**src/rtl/acm_pkg.sv**
```systemverilog
package acm_pkg;
  localparam int UNITS = 8;

  typedef struct packed {
    logic [UNITS-1:0] capture;  // accepted issue per unit
    logic [UNITS-1:0] retire;   // accepted completion per unit
  } acmStrobe_t;
endpackage

```
**src/rtl/acm_datapath.sv**
```systemverilog
module acm_datapath
  import acm_pkg::*;
#(
  parameter int NUM_UNITS = UNITS,
  parameter int ADDR_W    = 48,
  parameter int SLICE_LO  = 4,
  parameter int SLICE_HI  = 11
) (
  input  logic                           clk,
  input  logic                           rstN,
  input  acmStrobe_t                     strb,
  input  logic [NUM_UNITS*ADDR_W-1:0]    issueAddr,
  input  logic [NUM_UNITS-1:0]           issueIsStore,
  output logic [NUM_UNITS-1:0]           busy,
  output logic [NUM_UNITS-1:0]           storeFlag,
  output logic [NUM_UNITS-1:0]           rowEmpty,
  output logic [NUM_UNITS*NUM_UNITS-1:0] waitFlat
);
  localparam int SW = SLICE_HI - SLICE_LO + 1;

  logic [SW-1:0]        newTag [NUM_UNITS];
  logic [SW-1:0]        tagQ   [NUM_UNITS];
  logic [NUM_UNITS-1:0] waitQ  [NUM_UNITS];
  logic [NUM_UNITS-1:0] rowNew [NUM_UNITS];
  logic                 unusedAddrBits;

  assign unusedAddrBits = ^issueAddr;

  for (genvar i = 0; i < NUM_UNITS; i++) begin : gTag
    assign newTag[i] = issueAddr[i*ADDR_W+SLICE_LO +: SW];
    assign rowEmpty[i] = (waitQ[i] == '0);
    assign waitFlat[i*NUM_UNITS +: NUM_UNITS] = waitQ[i];
  end

  // dependency row for each unit that is issuing now
  always_comb begin
    for (int i = 0; i < NUM_UNITS; i++) begin
      rowNew[i] = '0;
      for (int j = 0; j < NUM_UNITS; j++) begin
        if (j != i) begin
          if (busy[j] && !strb.retire[j] && newTag[i] == tagQ[j])
            rowNew[i][j] = 1'b1;
          if (strb.capture[j] && j < i && newTag[i] == newTag[j])
            rowNew[i][j] = 1'b1;
        end
      end
    end
  end

  always_ff @(posedge clk) begin
    if (!rstN) begin
      busy      <= '0;
      storeFlag <= '0;
      for (int i = 0; i < NUM_UNITS; i++) begin
        tagQ[i]  <= '0;
        waitQ[i] <= '0;
      end
    end else begin
      for (int i = 0; i < NUM_UNITS; i++) begin
        if (strb.capture[i]) begin
          busy[i]      <= 1'b1;
          storeFlag[i] <= issueIsStore[i];
          tagQ[i]      <= newTag[i];
          waitQ[i]     <= rowNew[i];
        end else if (strb.retire[i]) begin
          busy[i]  <= 1'b0;
          waitQ[i] <= '0;
        end else begin
          waitQ[i] <= waitQ[i] & ~strb.retire;
        end
      end
    end
  end
endmodule

```
**src/rtl/acm_control.sv**
```systemverilog
module acm_control
  import acm_pkg::*;
#(
  parameter int NUM_UNITS = UNITS
) (
  input  logic                 clk,
  input  logic                 rstN,
  input  logic [NUM_UNITS-1:0] issueValid,
  input  logic [NUM_UNITS-1:0] doneValid,
  input  logic [NUM_UNITS-1:0] busy,
  input  logic [NUM_UNITS-1:0] storeFlag,
  input  logic [NUM_UNITS-1:0] rowEmpty,
  output acmStrobe_t           strb,
  output logic [NUM_UNITS-1:0] mayGo,
  output logic                 batchIsStore
);
  logic [NUM_UNITS-1:0] eligible;
  logic                 anyLoad;
  logic                 anyStore;

  assign strb.capture = issueValid & ~busy;
  assign strb.retire  = doneValid & busy;

  assign eligible = busy & rowEmpty;
  assign anyLoad  = |(eligible & ~storeFlag);
  assign anyStore = |(eligible & storeFlag);
  assign mayGo    = eligible & (batchIsStore ? storeFlag : ~storeFlag);

  always_ff @(posedge clk) begin
    if (!rstN) begin
      batchIsStore <= 1'b0;
    end else if (batchIsStore && !anyStore && anyLoad) begin
      batchIsStore <= 1'b0;
    end else if (!batchIsStore && !anyLoad && anyStore) begin
      batchIsStore <= 1'b1;
    end
  end
endmodule

```
**src/rtl/addr_conflict_matrix.sv**
```systemverilog
module addr_conflict_matrix
  import acm_pkg::*;
#(
  parameter int NUM_UNITS = UNITS,
  parameter int ADDR_W    = 48,
  parameter int SLICE_LO  = 4,
  parameter int SLICE_HI  = 11
) (
  input  logic                           clk,
  input  logic                           rstN,
  input  logic [NUM_UNITS-1:0]           issueValid,
  input  logic [NUM_UNITS*ADDR_W-1:0]    issueAddr,
  input  logic [NUM_UNITS-1:0]           issueIsStore,
  input  logic [NUM_UNITS-1:0]           doneValid,
  output logic [NUM_UNITS-1:0]           mayGo,
  output logic [NUM_UNITS*NUM_UNITS-1:0] conflictBits
);
  acmStrobe_t           strb;
  logic [NUM_UNITS-1:0] busyVec;
  logic [NUM_UNITS-1:0] storeVec;
  logic [NUM_UNITS-1:0] emptyVec;
  logic                 batchIsStore;

  acm_datapath #(
    .NUM_UNITS(NUM_UNITS), .ADDR_W(ADDR_W),
    .SLICE_LO(SLICE_LO), .SLICE_HI(SLICE_HI)
  ) uDatapath (
    .clk(clk), .rstN(rstN), .strb(strb),
    .issueAddr(issueAddr), .issueIsStore(issueIsStore),
    .busy(busyVec), .storeFlag(storeVec), .rowEmpty(emptyVec),
    .waitFlat(conflictBits)
  );

  acm_control #(.NUM_UNITS(NUM_UNITS)) uControl (
    .clk(clk), .rstN(rstN),
    .issueValid(issueValid), .doneValid(doneValid),
    .busy(busyVec), .storeFlag(storeVec), .rowEmpty(emptyVec),
    .strb(strb), .mayGo(mayGo), .batchIsStore(batchIsStore)
  );
endmodule

```
**config.mk**
```make
export PLATFORM = sky130hd
export DESIGN_NAME = addr_conflict_matrix
export DESIGN_NICKNAME = d
export VERILOG_FILES = /design/src/rtl/acm_pkg.sv /design/src/rtl/acm_datapath.sv /design/src/rtl/acm_control.sv /design/src/rtl/addr_conflict_matrix.sv
export SDC_FILE = /design/constraint.sdc
export NUM_CORES = 1
export LEC_CHECK = 0
export BUFFER_PORTS_ARGS = -buffer_cell sky130_fd_sc_hd__buf_4
export CAP_MARGIN = 20
export CORE_MARGIN = 2
export CORE_UTILIZATION = 40
export CTS_CLUSTER_SIZE = 40
export DETAILED_ROUTE_END_ITERATION = 16
export GPL_TIMING_DRIVEN = 1
export HOLD_SLACK_MARGIN = 0.05
export PLACE_DENSITY = 0.74
export SLEW_MARGIN = 10
export SYNTH_ARGS = -nofsm -noshare
export SYNTH_HDL_FRONTEND = slang
export SYNTH_SLANG_ARGS = --single-unit
```
**constraint.sdc**
```tcl
create_clock -name clk -period 2.1 [get_ports clk]
set_input_delay 0.315 -clock clk [delete_from_list [all_inputs] [get_ports clk]]
set_output_delay 0.315 -clock clk [all_outputs]
set_load 0.01 [all_outputs]
```
==> impl_metrics.json, run 1 <==
{
  "synth_area_leaders": "xnor2_1 31%, edfxtp_1 26%, xor2_1 9.2%",
  "power_frac_comb": 0.330,
  "crit_path_start_kind": "flop",
  "syn_avg_cell_area_um2": 8.91,
  "finalCritPeriodShare": 1.02,
  "syn_inst": 1652,
  "fin_cells": 2333,
  "post-place-cells": 2279,
  "grt_overflow": 0,
  "ir_drop_mv": 0.488,
  "min_path_cells": 3,
  "fin_nets": 2258,
  "place_hpwl_mm": 45.0,
  "grt_usage": 0.326,
  "cts.htree.levels": 4,
  "internal-power_mw": 6.53,
  "rrSetupSlack_ps": -10,
  "final_layout_size_suffix_gt1_frac": 0.222,
  "vias": 14300,
  "rows": 70,
  "area_growth_pct": 22.4,
  "grt_first_pass_wirelength_mm": 91.2,
  "wl_per_cell_um": 27.6,
  "insertion_delay_ps": 450,
  "die_h_um": 196,
  "cts_root_buf": "clkbuf_16",
  "min_period_ps": 2130,
  "setup_viol": 4,
  "power.share.sequential": 0.368,
  "cp_max_fo": 7,
  "reg2reg_from": "uDatapath.busy[1]",
  "async_flop_share": 0,
  "design.die.area_um2": 38300,
  "synth.distinct_cells": 40,
  "r2r_cells": 8,
  "drc_errors": 0,
  "max_stage_delay_ps": 470,
  "cts.sinks": 145,
  "p_leak_nw": 6.29,
  "relSlewSlack": 0.495,
  "ant_nets": 0,
  "postCtsHoldBufs": 0,
  "synth_warnings": 0,
  "worstMarginPinSlew_ps": 755,
  "violations": "setup timing",
  "timing.critical_path.buf_inv": 1,
  "ys_seq_area_frac": 0.284,
  "critical_path_class": "flop to output port",
  "critPathArrivalTime_ps": 1820,
  "syn_area_um2": 14700,
  "clk_path_buf_depth": 2,
  "finalPower_mw": 10.1,
  "status": "complete, but fails checks",
  "post-route-worst-setup-slack_ps": -32.8,
  "initial_core_util": 0.404,
  "cts_tree": "done",
  "slew_viol_final": 0,
  "clockPowerShare": 0.302,
  "post_drt_via_cell_ratio": 6.14,
  "netlist_top_cells_count": "521 x xnor2_1, 155 x xor2_1, 128 x edfxtp_1, 127 x nand4_1, 109 x buf_2",
  "maxClockFrequency_mhz": 469,
  "core-area_um2": 36400,
  "rsz0062_at_grt": "true",
  "grt_pass1_vias": 13400,
  "maxCapViolCount": 0,
  "synth_edf_count": 128,
  "crit_required_ps": 1780,
  "slowest_stage": "dfxtp_1",
  "crit_family": "simple AND/OR/NAND/NOR gates",
  "antenna_found_initial": 7,
  "port_buffers": 161,
  "final-hold-violation-count": 0,
  "numCtsBuffers": 17,
  "power.switching_mw": 3.53,
  "worst_r2r_endpoint": "uDatapath.waitQ[0][14]",
  "synth_top_area_cell": "xnor2_1",
  "worstHoldEndpoint": "uDatapath.storeFlag[7]",
  "fin_skew_ps": 9.94,
  "grt_max_degree": 62,
  "path_cells": "nor4bb_1 > nand3_2 > mux2i_1 > buf_4",
  "clk_pin_slew_ps": 70,
  "place.gp.congestion": 1.02,
  "ys.flop_type": "edfxtp_1",
  "switching_share": 0.351,
  "cp-end-kind": "output port",
  "first_iter_violations": 2150,
  "synth_top_area_frac": 0.310,
  "drtPass1Iterations": 7,
  "routed_wl_mm": 64.4,
  "fp.dieW_um": 196,
  "synth-seq-cells": 145,
  "worstHoldStart": "issueIsStore[7]",
  "min_path_type": "primary input to flop",
  "power_density_nw_per_um2": 558,
  "io_pins": 482,
  "yosysMostFrequentCell": "xnor2_1",
  "hold_slack_ps": 126
}
==> final cells by class <==
type | count | area (um^2)
timing repair buffer | 341 | 2610
clock inverter | 12 | 109
fill | 3315 | 18400
sequential | 145 | 4190
antenna | 4 | 10.0
tap | 468 | 586
multi-input combinational | 1343 | 10100
clock buffer | 20 | 457
==> worst reg2reg max path, delay by kind of cell (launching register included) <==
family / cells / cell delay, ps
flops: 1 / 310
simple gates: 5 / 1290
compound gates: 1 / 40
buf+inv: 2 / 340
==> layer usage <==
metal	share of wire	track usage	wire length, um	up-vias
li1	-	-	-	5978
met1	0.36	0.408	23100	6781
met2	0.43	0.489	27400	1237
met3	0.15	0.107	9360	327
met4	0.069	0.198	4450	6
met5	0.00056	0	36	-
==> worst max-delay path by stage <==
stage / from / to / slack, ps / cells past startpoint
finish: uDatapath.busy[2] / mayGo[2] / -30 / 4
global route: uDatapath.waitQ[0][40] / mayGo[5] / -70 / 4
CTS: uDatapath.waitQ[0][20] / mayGo[2] / -40 / 5
detailed placement: uDatapath.busy[1] / uDatapath.waitQ[0][14] / -190 / 8
global placement: uDatapath.busy[1] / uDatapath.waitQ[0][14] / -180 / 8
floorplan: uDatapath.waitQ[0][11] / uControl.batchIsStore / 350 / 6
==> flip-flops by register name (all words and copies together) (netlist names) <==
signal                 flops
uDatapath.storeFlag        8
uControl.batchIsStore      1
uDatapath.waitQ           64
uDatapath.tagQ            64
uDatapath.busy             8
==> cells by family (layout without fill, tap and decap cells) <==
logic type / Yosys count / in the layout / synth area share
compound gates: 109 / 109 / 0.0487
xor+xnor: 676 / 676 / 0.402
fa+ha+maj: 1 / 1 / 0.000680
buf+inv: 227 / 373 / 0.0672
flops: 145 / 145 / 0.284
mux: 5 / 5 / 0.00340
other cells: 1 / 68 / 0.000255
simple gates: 488 / 488 / 0.193
==> through the flow <==
step                TNS [ps]   util  setup slack, ps  instance area [um^2]
floorplan                  0      -              348                 15000
global placement        -467  0.467             -176                 17000
detailed placement      -485  0.467             -193                 17000
CTS                     -114  0.490            -41.7                 17800
global route            -223  0.494            -68.0                 18000
finish                 -77.3  0.495            -32.8                 18000
==> cells in the final DEF (no fill, tap or decap), types with 2 or more instances in the layout <==
master and n:
a21boi_0 28, nor4_1 73, and2_1 26, nor2_1 14, o21ai_0 24, nor4_2 13
nor4b_2 3, nand4_1 127, xor2_1 155, xnor2_1 521, o41ai_1 3, nor4_4 4
nand2b_1 17, buf_4 337, nor4bb_1 2, nand2_2 3, conb_1 64, dfxtp_1 16
nand3_1 61, a31oi_1 36, mux2i_1 5, nand2_1 39, nor2b_1 34, clkinv_2 4
a32o_1 3, clkinvlp_4 2, clkbuf_16 17, nor3_1 8, a21oi_1 6, nor2_4 3
nand3_4 2, and3_1 48, clkinv_4 2, clkbuf_8 2, buf_12 4, diode_2 4
edfxtp_1 128, inv_6 3, nand3_2 4, a31o_2 2
==> power groups by stage <==
stage	Sequential [mW]	Clock (mW)	Combinational, mW
floorplan	3.52	0	2.28
global placement	3.73	0	3.05
detailed placement	3.74	0	3.13
CTS	3.69	3.03	3.19
global route	3.72	3.14	3.48
finish	3.70	3.04	3.32
==> repair_timing <==
item                       in CTS  in global routing
gates resized for setup        30                 19
setup endpoints to repair      11                 25
pin swaps                       4                  5
buffers inserted                9                  9
No activity file was read; power rests on OpenSTA's default activity.
==> inputs of run 2 (changes only) <==
- BUFFER_PORTS_ARGS: -buffer_cell sky130_fd_sc_hd__buf_4 -> unset
- DONT_BUFFER_PORTS: unset -> 1
- PLACE_DENSITY: 0.74 -> 0.62
==> run 2 against run 1 <==
The flow still finishes with violations (setup timing). Critical path depth unchanged. Hold slack got worse by 61 ps. Via count decreased by 5.7%. Wire length decreased by 2.5%. Total power decreased by 7.6%. Sequential cell count unchanged. Global-route usage decreased by 0.65 points. Register-to-register slack got worse by 40 ps. Utilization decreased by 4.1 points. Final cell count decreased by 8.4%. Clock skew increased by 6.9 ps. Highest routed layer unchanged.
==> impl_metrics.json, run 2 (synthesized netlist as in run 1, its figures left out) <==
{
  "ir_drop_mv": 0.605,
  "relSlewSlack": 0.490,
  "post-place-cells": 2079,
  "worst_r2r_endpoint": "uDatapath.waitQ[0][59]",
  "r2r_cells": 5,
  "io_pins": 482,
  "rsz0062_at_grt": "true",
  "cts_root_buf": "clkbuf_16",
  "ant_nets": 0,
  "routed_wl_mm": 62.8,
  "setup_viol": 2,
  "worstHoldEndpoint": "uDatapath.tagQ[1][21]",
  "p_leak_nw": 5.32,
  "timing.critical_path.buf_inv": 1,
  "fin_skew_ps": 16.8,
  "post-place-ws_ps": -99.8,
  "grt_max_degree": 125,
  "violations": "setup timing",
  "slowest_stage": "edfxtp_1",
  "rrSetupSlack_ps": -50,
  "layout_common_cells": "521 x xnor2_1, 155 x xor2_1, 128 x edfxtp_1",
  "reg_top3": "uDatapath.tagQ (64), uDatapath.waitQ (64)",
  "fin_util": 0.453,
  "min_path_type": "primary input to flop",
  "reg2reg_from": "uDatapath.tagQ[0][30]",
  "power_density_nw_per_um2": 563,
  "crit_family": "flip-flops",
  "cp_max_fo": 4,
  "fin_cells": 2138,
  "finalSetupTns_ps": -156,
  "maxClockFrequency_mhz": 453,
  "min_period_ps": 2210,
  "antenna_found_initial": 12,
  "crit_path_start_kind": "flop",
  "numCtsBuffers": 17,
  "place_hpwl_mm": 42.0,
  "critical_path_class": "flop to output port",
  "die_h_um": 196,
  "cts.sinks": 145,
  "layout_commonest_cell": "xnor2_1",
  "grt_first_pass_wirelength_mm": 89.0,
  "drc_errors": 0,
  "grt_pass1_vias": 12600,
  "fp.dieW_um": 196,
  "path_cells": "nor4bb_1 > nand3_1 > mux2i_1 > buf_4",
  "grt_usage": 0.320,
  "initial_core_util": 0.404,
  "maxCapViolCount": 0,
  "clk_path_buf_depth": 2,
  "cp-end-kind": "output port",
  "fillCellCount": 3472,
  "first_iter_violations": 1928,
  "port_buffers": 0,
  "slew_viol_final": 0,
  "crit_required_ps": 1780,
  "finalPower_mw": 9.29,
  "final-hold-violation-count": 0,
  "cts_tree": "done",
  "worstHoldStart": "issueAddr[297]",
  "crit_cells": 4,
  "multi_input_area_um2": 10000,
  "min_path_cells": 1,
  "post_drt_via_cell_ratio": 6.32,
  "final_layout_size_suffix_gt1_frac": 0.117,
  "clk_pin_slew_ps": 80,
  "rows": 70,
  "design.die.area_um2": 38300,
  "finalCritPeriodShare": 1.05,
  "area_growth_pct": 12.2,
  "critPathArrivalTime_ps": 1890,
  "place.gp.congestion": 0.997,
  "seq_area_um2": 4190,
  "vias": 13500,
  "max_stage_delay_ps": 540,
  "worstMarginPinSlew_ps": 757,
  "wl_per_cell_um": 29.3,
  "insertion_delay_ps": 460,
  "fin_nets": 2057,
  "drtPass1Iterations": 6,
  "core-area_um2": 36400,
  "status": "complete, but fails checks",
  "cts.htree.levels": 4,
  "post-route-worst-setup-slack_ps": -106,
  "grt_overflow": 0
}
[run 2: changes by cell type in the layout (fill, tap and decap cells not counted), moves of 4 or more]
cell | previous run | this run
buf_12 | 4 | 0
nand3_2 | 4 | 0
dlygate4sd3_1 | 0 | 12
diode_2 | 4 | 10
nor4_1 | 73 | 77
buf_4 | 337 | 126
nand3_1 | 61 | 65
[run 2: routing by layer]
layer | GRT usage | routed length (um) | vias up
li1 | - | - | 5585
met1 | 0.394 | 23100 | 6607
met2 | 0.496 | 27400 | 1041
met3 | 0.111 | 8630 | 278
met4 | 0.164 | 3580 | 8
met5 | 0 | 58 | -
[run 2: per-stage QoR]
| step | instance area [um^2] | hold WS [ps] |
|---|---|---|
| CTS | 16300 | 54.1 |
| global placement | 15500 | 462 |
| floorplan | 15000 | 452 |
| global route | 16500 | 56.6 |
| detailed placement | 15500 | 470 |
| finish | 16500 | 64.9 |
[run 2: final cells by class]
cell class              count  area share
multi-input cells        1343       0.607
flip-flops and latches    145       0.253
repair buffers            140      0.0659
well taps                 468      0.0355
clock buffers              17      0.0258
clock inverters            15      0.0108
diodes                     10     0.00152
[run 2: report_power, final]
group / total, mW / internal, mW / switching, mW
logic: 2.19 / 1.25 / 0.943
registers: 3.78 / 3.36 / 0.423
clock network: 3.32 / 1.88 / 1.43
[run 2: worst max path at each step]
stage | startpoint | to | slack [ps]
after floorplan | uDatapath.waitQ[0][11] | uControl.batchIsStore | 350
after global placement | uDatapath.busy[1] | uDatapath.waitQ[0][15] | -90
after detailed placement | uDatapath.busy[1] | uDatapath.waitQ[0][15] | -100
after CTS | uDatapath.waitQ[0][40] | mayGo[5] | -110
after global routing | uDatapath.waitQ[0][40] | mayGo[5] | -190
final | uDatapath.waitQ[0][40] | mayGo[5] | -110
[run 2: repair_timing]
action                                  4_1_cts  5_1_grt
setup buffers                                 0        5
pin swaps                                     3        8
hold endpoints to repair                     17        0
resized for setup                            20       25
hold buffers                                 12        0
endpoints found under the setup margin        8       17
